<file path="config.mk">
export PLATFORM = sky130hd
export DESIGN_NAME = pt_walker
export DESIGN_NICKNAME = d
export VERILOG_FILES = /design/src/rtl/pt_walker_pkg.sv /design/src/rtl/pt_addr_gen.sv /design/src/rtl/pt_entry_check.sv /design/src/rtl/pt_walker.sv
export SDC_FILE = /design/constraint.sdc
export NUM_CORES = 1
export LEC_CHECK = 0
export ABC_CLOCK_PERIOD_IN_PS = 4580
export BUFFER_PORTS_ARGS = -buffer_cell sky130_fd_sc_hd__buf_2
export CAP_MARGIN = 30
export CORE_ASPECT_RATIO = 0.8
export CORE_MARGIN = 4
export CORE_UTILIZATION = 56
export CTS_BUF_LIST = sky130_fd_sc_hd__clkbuf_16
export DETAILED_ROUTE_END_ITERATION = 10
export GPL_ROUTABILITY_DRIVEN = 0
export PLACE_DENSITY_LB_ADDON = 0.15
export SYNTH_ARGS = -nofsm -noshare
export SYNTH_HDL_FRONTEND = slang
export SYNTH_SLANG_ARGS = --single-unit
</file>
<file path="constraint.sdc">
create_clock -name clk -period 4.58 [get_ports clk]
set_input_delay 0.916 -clock clk [delete_from_list [all_inputs] [get_ports clk]]
set_output_delay 0.916 -clock clk [all_outputs]
set_load 0.005 [all_outputs]
</file>
<file path="src/rtl/pt_walker_pkg.sv">
package pt_walker_pkg;
  localparam int VA_W  = 32;
  localparam int OFF_W = 12;
  localparam int IDX_W = (VA_W - OFF_W) / 2;
  localparam int FRM_W = VA_W - OFF_W;
  localparam int PAD_W = VA_W - IDX_W - 2;

  localparam int PB_PRESENT  = 0;
  localparam int PB_WRITABLE = 1;
  localparam int PB_USED     = 2;
  localparam int PB_MODIFIED = 3;
  localparam int PB_COW      = 4;

  typedef enum logic [1:0] {
    FLT_NONE   = 2'd0,
    FLT_ABSENT = 2'd1,
    FLT_WPROT  = 2'd2,
    FLT_COW    = 2'd3
  } fault_e;

  typedef enum logic [2:0] {
    S_IDLE, S_RD_TOP, S_WT_TOP, S_RD_LEAF, S_WT_LEAF, S_UPDATE, S_RESP
  } walk_st_e;

  function automatic logic [VA_W-1:0] slot_addr(input logic [VA_W-1:0] base,
                                                input logic [IDX_W-1:0] idx);
    return base + {{PAD_W{1'b0}}, idx, 2'b00};
  endfunction

  function automatic logic [VA_W-1:0] frame_base(input logic [VA_W-1:0] pte);
    return {pte[VA_W-1 -: FRM_W], {OFF_W{1'b0}}};
  endfunction

  function automatic logic [VA_W-1:0] join_paddr(input logic [VA_W-1:0] pte,
                                                 input logic [VA_W-1:0] va);
    return {pte[VA_W-1 -: FRM_W], va[OFF_W-1:0]};
  endfunction
endpackage

</file>
<file path="src/rtl/pt_addr_gen.sv">
module pt_addr_gen
  import pt_walker_pkg::*;
(
  input  walk_st_e         st,
  input  logic [VA_W-1:0]  top_base,
  input  logic [VA_W-1:0]  leaf_base,
  input  logic [VA_W-1:0]  vaddr,
  output logic [VA_W-1:0]  addr
);
  logic [IDX_W-1:0] idx_top, idx_leaf;
  assign idx_top  = vaddr[VA_W-1 -: IDX_W];
  assign idx_leaf = vaddr[OFF_W +: IDX_W];

  always_comb begin
    if (st == S_RD_TOP) addr = slot_addr(top_base, idx_top);
    else                addr = slot_addr(leaf_base, idx_leaf);
  end
endmodule

</file>
<file path="src/rtl/pt_entry_check.sv">
module pt_entry_check
  import pt_walker_pkg::*;
(
  input  logic [VA_W-1:0] pte,
  input  logic            is_write,
  output fault_e          fault,
  output logic            need_update,
  output logic [VA_W-1:0] pte_next
);
  always_comb begin
    if (!pte[PB_PRESENT])                  fault = FLT_ABSENT;
    else if (is_write && pte[PB_COW])      fault = FLT_COW;
    else if (is_write && !pte[PB_WRITABLE]) fault = FLT_WPROT;
    else                                   fault = FLT_NONE;
  end

  always_comb begin
    pte_next = pte;
    pte_next[PB_USED] = 1'b1;
    if (is_write) pte_next[PB_MODIFIED] = 1'b1;
  end

  assign need_update = (fault == FLT_NONE) && (pte_next != pte);
endmodule

</file>
<file path="src/rtl/pt_walker.sv">
module pt_walker
  import pt_walker_pkg::*;
(
  input  logic            clk,
  input  logic            rst_n,
  input  logic            req_valid,
  output logic            req_ready,
  input  logic [VA_W-1:0] req_vaddr,
  input  logic            req_write,
  input  logic [VA_W-1:0] as_base,
  output logic            mem_rd_en,
  output logic            mem_wr_en,
  output logic [VA_W-1:0] mem_addr,
  output logic [VA_W-1:0] mem_wdata,
  input  logic [VA_W-1:0] mem_rdata,
  output logic            rsp_valid,
  output logic [VA_W-1:0] rsp_paddr,
  output logic [1:0]      rsp_fault
);
  walk_st_e        st;
  logic [VA_W-1:0] vaddr_q, base_q, leaf_base_q, paddr_q, upd_q;
  logic            write_q;
  fault_e          fault_q;

  fault_e          leaf_fault;
  logic            leaf_upd;
  logic [VA_W-1:0] leaf_next;

  // named events for the checker
  logic accept, top_miss, leaf_seen;
  assign accept    = req_valid && req_ready;
  assign top_miss  = (st == S_WT_TOP) && !mem_rdata[PB_PRESENT];
  assign leaf_seen = (st == S_WT_LEAF);

  pt_addr_gen u_agen (
    .st(st), .top_base(base_q), .leaf_base(leaf_base_q),
    .vaddr(vaddr_q), .addr(mem_addr)
  );

  pt_entry_check u_chk (
    .pte(mem_rdata), .is_write(write_q), .fault(leaf_fault),
    .need_update(leaf_upd), .pte_next(leaf_next)
  );

  always_ff @(posedge clk) begin
    if (!rst_n) begin
      st          <= S_IDLE;
      vaddr_q     <= '0;
      base_q      <= '0;
      leaf_base_q <= '0;
      paddr_q     <= '0;
      upd_q       <= '0;
      write_q     <= 1'b0;
      fault_q     <= FLT_NONE;
    end else begin
      unique case (st)
        S_IDLE: if (accept) begin
          vaddr_q <= req_vaddr;
          write_q <= req_write;
          base_q  <= as_base;
          st      <= S_RD_TOP;
        end
        S_RD_TOP: st <= S_WT_TOP;
        S_WT_TOP: begin
          if (top_miss) begin
            fault_q <= FLT_ABSENT;
            paddr_q <= '0;
            st      <= S_RESP;
          end else begin
            leaf_base_q <= frame_base(mem_rdata);
            st          <= S_RD_LEAF;
          end
        end
        S_RD_LEAF: st <= S_WT_LEAF;
        S_WT_LEAF: begin
          fault_q <= leaf_fault;
          upd_q   <= leaf_next;
          if (leaf_fault != FLT_NONE) begin
            paddr_q <= '0;
            st      <= S_RESP;
          end else begin
            paddr_q <= join_paddr(mem_rdata, vaddr_q);
            st      <= leaf_upd ? S_UPDATE : S_RESP;
          end
        end
        S_UPDATE: st <= S_RESP;
        S_RESP:   st <= S_IDLE;
        default:  st <= S_IDLE;
      endcase
    end
  end

  assign req_ready = (st == S_IDLE);
  assign mem_rd_en = (st == S_RD_TOP) || (st == S_RD_LEAF);
  assign mem_wr_en = (st == S_UPDATE);
  assign mem_wdata = upd_q;
  assign rsp_valid = (st == S_RESP);
  assign rsp_paddr = paddr_q;
  assign rsp_fault = fault_q;
endmodule

</file>
==> results_dict.tcl, run 1 <==
set metrics [dict create \
    slew_viol_final 0 \
    syn_area_per_cell_sq_um 8.05 \
    internal_power_w 0.00265 \
    crit_cells 9 \
    yosys_warnings 0 \
    netlist_area_sq_um 6810 \
    postSynthCellCount 846 \
    slew_headroom_pct 34.9 \
    outcome "completed" \
    async_flop_share_pct 0 \
    cts.path.max_buffers 2 \
    ys.flop_type "dfxtp_1" \
    area.growth.synth_to_final_pct 25.1 \
    nFillCells 922 \
    layout_commonest_cell "nand2_1" \
    die-area_sq_um 14000 \
    max_freq_ghz 0.254 \
    dr.pass1.iters 6 \
    final_cell_mix "nand2_1, buf_2, dfxtp_1" \
    synth-xor-area-share_pct 3.08 \
    switching_share_pct 27.6 \
    ys_seq_area_share_pct 45.2 \
    ys_top_cells_by_area "dfxtp_1, nand2_1, a21boi_0, a22oi_1, nor2b_1" \
    crit_chain "ha_1 -> fa_1 -> a21oi_1 -> o22ai_1 -> nor3_2 -> nor3_1 -> xnor2_1 -> o21ai_0 -> buf_2" \
    clock_latency_ps 410 \
    grt_usage_pct 25.4 \
    clock-sinks 154 \
    hpwl_um 12900 \
    r2r_cells 7 \
    crit_family "simple AND/OR/NAND/NOR gates" \
    cellLeakagePower_nw 3.49 \
    grt_setup_unrepaired "false" \
    p_comb_share_pct 17.3 \
    synth.top_cell.area_share_pct 45.2 \
    hold_depth 1 \
    synth-seq-cells 154 \
    stdcell_count 1180 \
    end_kind "primary output" \
    pwr-share-seq_pct 41.8 \
    routed_wl_um 17900 \
    postRouteAntennaNets 0 \
    detail_route.iter0.violations 539 \
    grt_pass1_vias 5951 \
    hold_path.class "flip-flop to flip-flop" \
    p_sw_w 0.00101 \
    synth_cell_types 39 \
    grt_remaining_overflow 0 \
    crit_path_max_fanout 10 \
    grt_max_degree 123 \
    ioPinCount 202 \
    cp-start-kind "flip-flop" \
    cts.clk_slew.worst_paths_ps 60 \
    start_util_pct 58.3 \
    cts-htree-levels 4 \
    min_period_ps 3940 \
    place_inst 1148 \
    yosys.area_share.simple_pct 24.1 \
    grt_pass1_wl_um 29400 \
    cpPeakStageDelay_ps 550 \
    cts_hold_buffers 0 \
    finalSetupViolations 0 \
    synth_edf_count 0 \
    clkPwrFrac_pct 40.9 \
    vias 6396 \
    cts_tree "yes" \
    cts-buffers-inserted 17 \
    drc 0 \
    max_slew.worst_pin.slew_ps 976 \
    synth_fp_nets 957 \
    synth_mux_area_share_pct 0 \
    p_per_area_nw_per_um2 430 \
    place_area_sq_um 7890 \
    post_cts_buffers 0 \
    critical_path_class "flip-flop to primary output" \
    row_count 35 \
    portBuffers 201 \
    synth_largest_area_cell "dfxtp_1" \
    via_per_inst 5.42 \
    fin_nets 1130 \
    core_sq_um 11700 \
    cp_slowest_cell "nor3_2" \
    crit_required_ps 3660 \
    tns_ps 0 \
    wl_per_cell_um 15.2 \
    die_h_um 107 \
    path_buf_inv 1 \
    drive_gt1_share_pct 23.8 \
    peakVddDrop_mv 0.364 \
    fin_skew_ps 10.1 \
    final_hold_viol_count 0 \
    drv_cap 0 \
    synth-compound-area-share_pct 21.9 \
    cts_resized 0 \
    critPathArrivalTime_ps 3020 \
    synth_top_family_by_area "simple AND/OR/NAND/NOR gates" \
    post-route-period-util_pct 86.0 \
    root_buffer "clkbuf_16" \
    grt_antenna_before_repair 1 \
    synthAdderAreaFrac_pct 2.13 \
    die_x_um 131 \
    fin_area_sq_um 8520 \
]
[synth_stat cells (all sizes together) (2+ instances only)]
master  number
nand2      279
dfxtp      154
a21boi     117
clkbuf      50
nor2b       34
o21ai       33
a22oi       32
xnor2       22
nor2        13
a21oi       10
ha          10
nand3       10
nor3         9
and2         8
inv          8
buf          6
nand2b       6
a211oi       5
a31oi        5
nand4        5
nor4         4
nor4b        4
o21a         3
o22ai        3
o31ai        3
and3         2
nor3b        2
xor2         2
[worst paths after layout]
path	slack, ps	end	startpoint
worst max-delay path	640	mem_addr[14]	base_q[2]
worst min-delay path	460	mem_wdata[2]	mem_wdata[2]
worst max register to register	2080	rsp_paddr[22]	st[1]
worst min register to register	460	mem_wdata[2]	mem_wdata[2]
[power groups by stage]
stage / clock (W) / sequential (W) / combinational (W)
after global routing: 0.00157 / 0.00154 / 0.000718
after global placement: 0 / 0.00155 / 0.000617
after floorplan: 0 / 0.00154 / 0.000398
after detailed placement: 0 / 0.00156 / 0.000637
after CTS: 0.00152 / 0.00153 / 0.000640
final: 0.00150 / 0.00153 / 0.000636
[stage by stage]
stage / hold WS (ps) / setup slack (ps) / util [%] / power [W]
after CTS: 464 / 652 / 72.9 / 0.00369
after global placement: 441 / 1110 / 67.2 / 0.00217
after global routing: 483 / 437 / 72.9 / 0.00383
after floorplan: 439 / 1570 / - / 0.00194
final: 460 / 642 / 72.9 / 0.00367
after detailed placement: 448 / 1100 / 67.5 / 0.00219
[routing by layer]
metal / track usage [%] / vias up / wire (um)
li1: - / 3186 / -
met1: 36.4 / 2938 / 8380
met2: 39.0 / 239 / 7790
met3: 5.68 / 33 / 1360
met4: 6.45 / 0 / 403
met5: 0 / - / 0
[cells by family (layout without fill, tap and decap cells)]
kind of cell	count (synthesis)	after routing
other cells	0	1
simple gates	379	379
xor+xnor	24	24
flops	154	154
compound gates	214	214
fa+ha+maj	11	11
buf+inv	64	249
[registers in the layout (all words and copies together), names as in the netlist]
name and cells:
vaddr_q 32, write_q 1, mem_wdata 32, st 3, leaf_base_q 20, base_q 32
rsp_fault 2, rsp_paddr 32
[layout make-up]
type	count	area (sq um)	area share [%]
timing repair buffer	210	1100	12.9
sequential	154	3080	36.2
clock inverter	14	206	2.42
multi-input combinational	628	3500	41.0
clock buffer	17	425	4.99
tap	148	185	2.17
inverter	8	30.0	0.352
antenna	1	2.50	0.0294
Power figures use the tool's default switching activity.
==> run 2: changes to the inputs <==
--- a/config.mk
+++ b/config.mk
@@ -10,8 +10,8 @@
 export CAP_MARGIN = 30
 export CORE_ASPECT_RATIO = 0.8
 export CORE_MARGIN = 4
-export CORE_UTILIZATION = 56
-export CTS_BUF_LIST = sky130_fd_sc_hd__clkbuf_16
+export CORE_UTILIZATION = 58
+export CTS_BUF_LIST = sky130_fd_sc_hd__clkbuf_4 sky130_fd_sc_hd__clkbuf_8
 export DETAILED_ROUTE_END_ITERATION = 10
 export GPL_ROUTABILITY_DRIVEN = 0
 export PLACE_DENSITY_LB_ADDON = 0.15
==> run 2 against run 1 <==
- first-iteration DRC count is 26% lower
- combinational power is 0.8% higher
- clock skew is 2.2 ps higher
- utilization is 0.51 points lower
- global-route usage is 0.67 points higher
- final cell count is 0.25% lower
- sequential power hardly changed
- cell area is 2.2% lower
- register-to-register slack better by 230 ps
- largest power group unchanged
- die area is 3.2% lower
==> results_dict.tcl, run 2 (synthesis results as in run 1) <==
set metrics [dict create \
    outcome "completed" \
    grt_setup_unrepaired "false" \
    end_kind "primary output" \
    drv_cap 0 \
    portBuffers 201 \
    diodes 0 \
    stdcell_count 1177 \
    pwr-share-seq_pct 46.1 \
    cts-htree-levels 4 \
    grt_pass1_vias 5729 \
    max_slew.worst_pin.slew_ps 922 \
    multi_input_area_sq_um 3500 \
    final_hold_viol_count 0 \
    fin_skew_ps 12.3 \
    hold_ws_ps 461 \
    critPathArrivalTime_ps 3120 \
    p_comb_share_pct 19.4 \
    tns_ps 0 \
    pre_cts_ws_ps 1050 \
    drc 0 \
    crit_required_ps 3660 \
    min_period_ps 4040 \
    routed_wl_um 17800 \
    clock-sinks 154 \
    p_per_area_nw_per_um2 397 \
    vias 6326 \
    start_util_pct 59.2 \
    cts.clk_slew.worst_paths_ps 80 \
    hpwl_um 12700 \
    grt_antenna_before_repair 1 \
    switching_share_pct 29.2 \
    root_buffer "clkbuf_8" \
    dr.pass1.iters 6 \
    place_inst 1148 \
    internal_power_w 0.00234 \
    cts_hold_buffers 0 \
    fin_area_sq_um 8340 \
    cts_resized 0 \
    clock_latency_ps 440 \
    ioPinCount 202 \
    die-area_sq_um 13600 \
    slew_viol_final 0 \
    hold_path.class "flip-flop to flip-flop" \
    area.growth.synth_to_final_pct 22.4 \
    peakVddDrop_mv 0.390 \
    postRouteAntennaNets 0 \
    place_area_sq_um 7900 \
    p_sw_w 0.000968 \
    drive_gt1_share_pct 23.9 \
    max_freq_ghz 0.248 \
    cts_tree "yes" \
    final_cell_mix "nand2_1, buf_2, dfxtp_1" \
    row_count 35 \
    setup_ws_ps 544 \
    cts-buffers-inserted 17 \
    clkPwrFrac_pct 34.5 \
    via_per_inst 5.37 \
    slew_headroom_pct 38.5 \
    grt_remaining_overflow 0 \
    finalSetupViolations 0 \
    wl_per_cell_um 15.1 \
    cpPeakStageDelay_ps 560 \
    die_h_um 105 \
    cp-start-kind "flip-flop" \
    cts.path.max_buffers 2 \
    core_sq_um 11500 \
    die_x_um 129 \
    nFillCells 952 \
    cp_slowest_cell "nor3_2" \
    post-route-period-util_pct 88.1 \
    grt_max_degree 121 \
    ff_latch_area_sq_um 3080 \
    cellLeakagePower_nw 3.39 \
    post_cts_buffers 0 \
    crit_chain "ha_1 -> fa_1 -> a21oi_1 -> o22ai_1 -> nor3_2 -> nor3_1 -> xnor2_1 -> o21ai_0 -> buf_2" \
    crit_path_max_fanout 10 \
    layout_commonest_cell "nand2_1" \
    grt_usage_pct 26.0 \
    detail_route.iter0.violations 400 \
    critical_path_class "flip-flop to primary output" \
    fin_nets 1130 \
    grt_pass1_wl_um 28500 \
]
run 2: cell types whose count changed in the layout (fill, tap and decap cells not counted):
| cell | before | now |
|---|---|---|
| diode_2 | 1 | 0 |
| clkinvlp_4 | 0 | 2 |
| buf_12 | 0 | 1 |
| clkbuf_16 | 17 | 0 |
| clkbuf_4 | 0 | 1 |
| buf_4 | 9 | 7 |
| clkinv_2 | 2 | 1 |
| buf_2 | 200 | 201 |
| clkbuf_8 | 0 | 17 |
| clkinv_4 | 3 | 1 |
| inv_1 | 11 | 8 |
| inv_6 | 1 | 2 |
run 2: power groups by stage:
stage	Sequential, W	Combinational [W]	Clock, W
2_1_floorplan	0.00154	0.000398	0
3_3_place_gp	0.00155	0.000612	0
3_5_place_dp	0.00156	0.000639	0
4_1_cts	0.00153	0.000642	0.00116
5_1_grt	0.00154	0.000723	0.00121
6_report	0.00153	0.000641	0.00114
run 2: routing by layer:
metal	routed length [um]	global-route usage (%)	vias up
li1	-	-	3180
met1	8540	38.8	2887
met2	7560	37.3	237
met3	1430	6.54	20
met4	243	6.90	2
met5	13	0	-
run 2: worst paths after layout:
| kind | startpoint | to | slack [ps] | cells after the start |
|---|---|---|---|---|
| max | base_q[2] | mem_addr[14] | 540 | 9 |
| min | base_q[1] | base_q[1] | 460 | 2 |
| max reg2reg | st[0] | base_q[5] | 2310 | 5 |
| min reg2reg | base_q[1] | base_q[1] | 460 | 2 |
run 2: area by class of cell:
class                           instances  share of cell area [%]
Clock buffer                           18                    2.90
Clock inverter                         11                    2.36
Inverter                                8                   0.360
Multi-Input combinational cell        628                    41.9
Sequential cell                       154                    37.0
Tap cell                              148                    2.22
Timing Repair Buffer                  210                    13.3
run 2: critical path, delay by kind of cell, from the launching register on:
family                     cells  cell delay [ps]
and+or+nand+nor                2              720
xor gates and xnor gates       1              160
buffers and inverters          1              190
AOI/OAI and AO/OA              3              670
DFF                            1              320
adders and majority gates      2              630
run 2: per-stage QoR:
| stage | util (%) | power [W] |
|---|---|---|
| 2_1_floorplan | - | 0.00194 |
| 3_3_place_gp | 68.1 | 0.00217 |
| 3_5_place_dp | 68.6 | 0.00220 |
| 4_1_cts | 72.4 | 0.00332 |
| 5_1_grt | 72.4 | 0.00347 |
| 6_report | 72.4 | 0.00331 |
